## src/rtl/meas_seq_pkg.sv

```systemverilog
package meas_seq_pkg;

  typedef enum logic [1:0] {
    ST_IDLE,
    ST_RUN,
    ST_SHUT,
    ST_IRQ
  } seqState_t;

  // number of enables: bias, pll, pulse, adc, acq (index order)
  localparam int N_EN = 5;
  // marks compared against the counter: hold, A, B, D
  localparam int N_MARK = N_EN - 1;
  localparam int STEP_W = 3;

  // strobes from control to datapath
  typedef struct packed {
    logic              capture;
    logic              advance;
    logic              running;
    logic              shutting;
    logic [STEP_W-1:0] shutStep;
  } seqCmd_t;

  // status from datapath to control
  typedef struct packed {
    logic cfgValid;
    logic acqLast;
  } seqStat_t;

endpackage

```

## src/rtl/meas_seq_ctrl.sv

```systemverilog
module meas_seq_ctrl
  import meas_seq_pkg::*;
(
  input  logic     clk,
  input  logic     rstN,
  input  logic     startStb,
  input  seqStat_t stat,
  output seqCmd_t  cmd,
  output logic     busy,
  output logic     doneIrq,
  output logic     cfgErr,
  output logic     overrun
);

  localparam logic [STEP_W-1:0] LAST_STEP = STEP_W'(N_EN - 1);

  seqState_t         state;
  logic [STEP_W-1:0] step;
  logic              startOk;

  assign startOk = (state == ST_IDLE) && startStb && stat.cfgValid;

  always_comb begin
    cmd.capture  = startOk;
    cmd.advance  = (state == ST_RUN) && !stat.acqLast;
    cmd.running  = (state == ST_RUN);
    cmd.shutting = (state == ST_SHUT);
    cmd.shutStep = step;
  end

  assign busy    = (state != ST_IDLE);
  assign doneIrq = (state == ST_IRQ);

  always_ff @(posedge clk or negedge rstN) begin
    if (!rstN) begin
      state <= ST_IDLE;
      step  <= '0;
    end else begin
      case (state)
        ST_IDLE: begin
          step <= '0;
          if (startOk) state <= ST_RUN;
        end
        ST_RUN: begin
          if (stat.acqLast) begin
            state <= ST_SHUT;
            step  <= '0;
          end
        end
        ST_SHUT: begin
          if (step == LAST_STEP) begin
            state <= ST_IRQ;
            step  <= '0;
          end else begin
            step <= step + 1'b1;
          end
        end
        default: state <= ST_IDLE;
      endcase
    end
  end

  always_ff @(posedge clk or negedge rstN) begin
    if (!rstN) begin
      cfgErr  <= 1'b0;
      overrun <= 1'b0;
    end else begin
      cfgErr  <= (state == ST_IDLE) && startStb && !stat.cfgValid;
      overrun <= overrun | (busy && startStb);
    end
  end

endmodule

```

## src/rtl/meas_seq_dp.sv

```systemverilog
module meas_seq_dp
  import meas_seq_pkg::*;
#(
  parameter int              CNT_W     = 16,
  parameter int              CFG_W     = 8,
  parameter logic [CFG_W-1:0] BIAS_MASK = 8'h0F
) (
  input  logic             clk,
  input  logic             rstN,
  input  seqCmd_t          cmd,
  input  logic             ulpMode,
  input  logic [CNT_W-1:0] holdCnt,
  input  logic [CNT_W-1:0] markA,
  input  logic [CNT_W-1:0] markB,
  input  logic [CNT_W-1:0] markD,
  input  logic [CNT_W-1:0] acqLen,
  input  logic [CFG_W-1:0] cfgSetA,
  input  logic [CFG_W-1:0] cfgSetB,
  output seqStat_t         stat,
  output logic [N_EN-1:0]  enVec,
  output logic             bankSel,
  output logic [CFG_W-1:0] biasCfg,
  output logic             mismatchErr
);

  localparam int EXT_W = CNT_W + 1;

  logic [CNT_W-1:0] effHold;
  logic [CNT_W-1:0] markLive [N_MARK];
  logic [CNT_W-1:0] markQ    [N_MARK];
  logic [EXT_W-1:0] endQ;
  logic [EXT_W-1:0] cnt;
  logic [N_MARK-1:0] reached;
  logic             selPrev;

  // ordering check on the live inputs, used only to accept a start
  assign effHold     = ulpMode ? holdCnt : '0;
  assign markLive[0] = effHold;
  assign markLive[1] = markA;
  assign markLive[2] = markB;
  assign markLive[3] = markD;

  logic [N_MARK-2:0] orderOk;
  for (genvar k = 0; k < N_MARK - 1; k++) begin : g_order
    assign orderOk[k] = (markLive[k] <= markLive[k+1]);
  end

  assign stat.cfgValid = (&orderOk) && (acqLen != '0);
  assign stat.acqLast  = (cnt == endQ);

  // captured configuration
  for (genvar m = 0; m < N_MARK; m++) begin : g_mark
    always_ff @(posedge clk or negedge rstN) begin
      if (!rstN)            markQ[m] <= '0;
      else if (cmd.capture) markQ[m] <= markLive[m];
    end
    assign reached[m] = (cnt >= {1'b0, markQ[m]});
  end

  always_ff @(posedge clk or negedge rstN) begin
    if (!rstN) begin
      endQ <= '0;
    end else if (cmd.capture) begin
      endQ <= {1'b0, markD} + {1'b0, acqLen} - EXT_W'(1);
    end
  end

  // cycle counter since the accepted start
  always_ff @(posedge clk or negedge rstN) begin
    if (!rstN)            cnt <= '0;
    else if (cmd.capture) cnt <= '0;
    else if (cmd.advance) cnt <= cnt + 1'b1;
  end

  // enable decode: rise at marks while running, fall in reverse order
  for (genvar j = 0; j < N_EN; j++) begin : g_en
    localparam logic [STEP_W-1:0] OFF_STEP = STEP_W'(N_EN - 1 - j);
    logic runOn;
    if (j == 0) begin : g_first
      assign runOn = 1'b1;
    end else begin : g_rest
      assign runOn = reached[j-1];
    end
    assign enVec[j] = (cmd.running && runOn) ||
                      (cmd.shutting && (cmd.shutStep < OFF_STEP));
  end

  // control set handover follows the PLL enable
  assign bankSel = enVec[1];
  assign biasCfg = bankSel ? cfgSetB : cfgSetA;

  always_ff @(posedge clk or negedge rstN) begin
    if (!rstN) begin
      selPrev     <= 1'b0;
      mismatchErr <= 1'b0;
    end else begin
      selPrev     <= bankSel;
      mismatchErr <= mismatchErr |
                     (bankSel && !selPrev && (|((cfgSetA ^ cfgSetB) & BIAS_MASK)));
    end
  end

endmodule

```

## src/rtl/meas_powerup_seq.sv

```systemverilog
module meas_powerup_seq
  import meas_seq_pkg::*;
#(
  parameter int               CNT_W     = 16,
  parameter int               CFG_W     = 8,
  parameter logic [CFG_W-1:0] BIAS_MASK = 8'h0F
) (
  input  logic             clk,
  input  logic             rstN,
  input  logic             startStb,
  input  logic             ulpMode,
  input  logic [CNT_W-1:0] holdCnt,
  input  logic [CNT_W-1:0] markA,
  input  logic [CNT_W-1:0] markB,
  input  logic [CNT_W-1:0] markD,
  input  logic [CNT_W-1:0] acqLen,
  input  logic [CFG_W-1:0] cfgSetA,
  input  logic [CFG_W-1:0] cfgSetB,
  output logic [CFG_W-1:0] biasCfg,
  output logic             bankSel,
  output logic             biasEn,
  output logic             pllEn,
  output logic             pulseEn,
  output logic             adcEn,
  output logic             acqEn,
  output logic             doneIrq,
  output logic             busy,
  output logic             cfgErr,
  output logic             overrun,
  output logic             mismatchErr
);

  seqCmd_t         cmd;
  seqStat_t        stat;
  logic [N_EN-1:0] enVec;

  meas_seq_ctrl u_ctrl (
    .clk      (clk),
    .rstN     (rstN),
    .startStb (startStb),
    .stat     (stat),
    .cmd      (cmd),
    .busy     (busy),
    .doneIrq  (doneIrq),
    .cfgErr   (cfgErr),
    .overrun  (overrun)
  );

  meas_seq_dp #(
    .CNT_W     (CNT_W),
    .CFG_W     (CFG_W),
    .BIAS_MASK (BIAS_MASK)
  ) u_dp (
    .clk         (clk),
    .rstN        (rstN),
    .cmd         (cmd),
    .ulpMode     (ulpMode),
    .holdCnt     (holdCnt),
    .markA       (markA),
    .markB       (markB),
    .markD       (markD),
    .acqLen      (acqLen),
    .cfgSetA     (cfgSetA),
    .cfgSetB     (cfgSetB),
    .stat        (stat),
    .enVec       (enVec),
    .bankSel     (bankSel),
    .biasCfg     (biasCfg),
    .mismatchErr (mismatchErr)
  );

  assign biasEn  = enVec[0];
  assign pllEn   = enVec[1];
  assign pulseEn = enVec[2];
  assign adcEn   = enVec[3];
  assign acqEn   = enVec[4];

endmodule

```

## config.mk

```make
export PLATFORM = sky130hd
export DESIGN_NAME = meas_powerup_seq
export DESIGN_NICKNAME = d
export VERILOG_FILES = /design/src/rtl/meas_seq_pkg.sv /design/src/rtl/meas_seq_ctrl.sv /design/src/rtl/meas_seq_dp.sv /design/src/rtl/meas_powerup_seq.sv
export SDC_FILE = /design/constraint.sdc
export NUM_CORES = 1
export LEC_CHECK = 0
export CORE_ASPECT_RATIO = 1.4
export CORE_MARGIN = 2
export CORE_UTILIZATION = 35
export DETAILED_ROUTE_END_ITERATION = 10
export PLACE_DENSITY = 0.68
export SKIP_CTS_REPAIR_TIMING = 1
export SYNTH_ARGS = -nofsm -noshare
export SYNTH_HDL_FRONTEND = slang
export SYNTH_SLANG_ARGS = --single-unit
```

## constraint.sdc

```tcl
create_clock -name clk -period 2.7 [get_ports clk]
set_input_delay 0.54 -clock clk [delete_from_list [all_inputs] [get_ports clk]]
set_output_delay 0.54 -clock clk [all_outputs]
set_load 0.01 [all_outputs]
```

==> impl_results.md <==
- Comb pwr share: between 20% and 30%
- 1st-iter DRT viols: 319
- Crit-path cells: ha_4, a21oi_2, nor2b_1, o21ai_1, nand2_1, a2111oi_4, nand2_2, a222oi_1, buf_4, buf_6, mux2_4, buf_6
- RSZ-0062 raised after global routing: yes
- DR pass1 iterations: 5
- CP max stage cell: dfrtp_2
- Most frequent cells in the layout: buf_4, inv_1, ha_1
- Root buffer cell: clkbuf_16
- Crit path arrival time: 2930 ps
- Sw frac: between 20% and 30%
- Slew headroom: 57.71%
- Post-synth EDFFs: 0
- Crit Path Class: reg2out
- Register area share after synthesis: 31.36%
- Max Clock Skew: 16.46 ps
- Final slew viol count: 0
- Worst hold path class: in2async
- Total clock sinks: 107
- Failing checks: negative setup slack
- Final Non-Filler Cells: 1,596
- Die width: 136.0 um
- Clock network power share: 32.9%
- Initial Util: 35.61%
- Final antenna-violating net count: 0
- Dpl cells: between 1.5k and 2k
- Max Freq: 288.5 MHz
- Net Count, Synth: 1,231
- Fin nets: between 1.5k and 2k
- Diode count: 0
- Pre-CTS setup slack: -856.8 ps
- Routed WL: between 20,000 and 30,000 um
- Cell variety after synth: 58
- Die ar.: 25,670 um2
- Fin crit share: 128.4%
- Worst Setup End Kind: output pin
- Total GRT Usage: 18.78%
- Vias in the first global route: 7,735
- GP Congestion: 0.8671
- Sw power: 1.132 mW
- Clock-pin slew on the worst setup and hold paths: 80 ps
- Largest net degree at the start of global routing: 75
- Dpl cell area: 11,410 um2
- Vias: 8,104
- Delay of the slowest critical-path stage: 440 ps
- Fraction of registers with async set/reset: 100.0%
- Count of final setup violators: 67
- Inserted Clock Buffers: 9
- Ys flop type: dfrtp_1
- Via density: 5.078
- Status: finished with violations
- Worst Path Max Fanout: 5
- Startpoint Class: flop
- Final hold vios: 0
- Die Ht: between 150 and 200 um
- Post-Synthesis Cells: 980
- Drt wl/cell: 16.96 um
- CTS tree: yes
- Commonest non-fill, non-tap cell in the layout: buf_4
- Post-Route Utilization: 55.93%
- DP Wirelength: 19,580 um
- Share of cells above drive strength 1: 37.25%
- Htree depth: 3
- Design Area, Final: 13,410 um2
- Boundary Pins: roughly 120
- Synthesized flop and latch total: between 100 and 150
- Residual DRC count: 0
- Pwr Density: 299.1 nW/um2
- YS warnings: 0
- Final Critical Period: 3467 ps
- Area Growth Syn to Fin: 57.07%
- Seq pwr share: 39.9%
- Mapped cell area: 8537 um2
- Leak: around 7.2 nW
- Critical Path Most Common Cell: buf_6
- Gr ovfl total: 0
- Core area: around 24,000 um2
- Max capacitance violation total: 0
- Fill cells: 2,033
- Clk_lat worst skew: between 300 and 400 ps
- Max Buffers Root-to-Sink: 2
- Worst vdd ir: 0.2327 mV
- Worst Path Required: roughly 2200 ps
- First-pass GRT wire length: 37,740 um
- Avg Inst Size Synth: 8.711 um2
- Rows: 67
- Initial antenna violation count: 0
- Final WS setup: -766.7 ps
- P_int: 2.879 mW
- PortBufs: 118
- Worst slew pin tran: 629.1 ps
==> worst paths after layout <==
path	start	endpoint	slack, ps	depth (start not counted)
max in group asynchronous	rstN	u_ctrl.step[1]	1770	2
min reg2reg	u_ctrl.overrun	u_ctrl.overrun	470	1
min in group clk	markD[3]	u_dp.markQ[3]	430	3
max	u_dp.cnt[2]	biasCfg[1]	-770	12
min	rstN	u_dp.markQ[3]	120	1
max reg2reg	u_dp.cnt[1]	u_dp.cnt[7]	140	11
==> routing by layer <==
metal | global-route usage, % | share of wire (%) | vias to the layer above
met5 | 0 | 0 | -
met4 | 8.854 | 4.1 | 0
met3 | 2.098 | 2.8 | 63
met2 | 33.53 | 53 | 189
met1 | 22.21 | 40 | 3907
li1 | - | - | 3945
==> cells by family (layout without fill, tap and decap cells) <==
logic type,Yosys count,count (layout),share of synthesized area (%)
AOI/OAI and AO/OA,204,204,15.15
xor gates and xnor gates,46,46,4.719
adders and majority gates,151,151,22.22
buffers and inverters,199,504,9.160
DFF,107,107,31.36
muxes,31,31,4.001
and+or+nand+nor,242,243,13.38
==> synthesized netlist by cell type, drive strengths merged (2+ instances only) <==
library cell | count | share of area (%)
buf | 18 | 1.2
a21o | 21 | 1.8
nor2b | 10 | 0.73
nor4 | 7 | 0.51
or2 | 2 | 0.15
nand3 | 20 | 1.2
ha | 150 | 22
o31ai | 2 | 0.18
clkbuf | 6 | 0.26
o31a | 3 | 0.32
o21bai | 4 | 0.35
xor2 | 24 | 2.5
and3 | 3 | 0.22
a21oi | 39 | 2.3
nand2 | 94 | 4.2
or3 | 6 | 0.44
a211oi | 7 | 0.62
o41ai | 3 | 0.62
nand4 | 23 | 1.7
nor3 | 11 | 0.64
nor2 | 43 | 1.9
o21a | 9 | 0.79
a211o | 4 | 0.41
a21boi | 4 | 0.35
a41o | 2 | 0.23
o211ai | 5 | 0.44
and2 | 17 | 1.2
o21ai | 83 | 4.9
a22o | 2 | 0.21
mux2 | 25 | 3.3
xnor2 | 22 | 2.3
a31oi | 2 | 0.15
nand2b | 3 | 0.22
a22oi | 2 | 0.18
mux2i | 6 | 0.70
dfrtp | 107 | 31
inv | 175 | 7.7
==> worst max-delay path, delay by kind of cell (launching register included) <==
family | cells | cell delay, ps
and+or+nand+nor | 3 | 280
adders and majority gates | 1 | 230
DFF | 1 | 440
muxes | 1 | 310
buffers and inverters | 3 | 440
AOI/OAI and AO/OA | 4 | 850
==> final cells by class <==
cell class                 instances  area [um2]  share of cell area (%)
multi-input combinational        675        6242                   46.55
clock inverter                     5       40.04                  0.2986
sequential                       107        2684                   20.01
tap                              310       387.9                   2.893
inverter                         175       694.4                   5.179
clock buffer                      11       252.7                   1.885
timing repair buffer             313        3108                   23.18
==> power by group through the flow <==
stage | registers, mW | logic, mW | clock network, mW
2_1_floorplan | 1.63 | 0.438 | 0
3_3_place_gp | 1.63 | 0.917 | 0
3_5_place_dp | 1.63 | 0.939 | 0
4_1_cts | 1.60 | 0.945 | 1.34
5_1_grt | 1.60 | 1.20 | 1.39
6_report | 1.60 | 1.09 | 1.32
==> state kept, by name, summed over array words and instances (netlist names) <==
signal / count
u_dp.cnt: 17
u_dp.markQ: 64
u_ctrl.overrun: 1
u_ctrl.step: 3
u_ctrl.cfgErr: 1
u_dp.mismatchErr: 1
u_dp.endQ: 17
u_ctrl.state: 2
u_dp.selPrev: 1
==> through the flow <==
step / power [mW] / hold WS, ps / TNS (ps)
floorplan: 2.072 / 244.4 / -105.4
global placement: 2.550 / 443.6 / -77290
detailed placement: 2.572 / 448.3 / -82420
CTS: 3.883 / 127.1 / -54080
global route: 4.190 / 140.7 / -16890
finish: 4.010 / 119.6 / -12010
No activity file was read; power rests on OpenSTA's default activity.
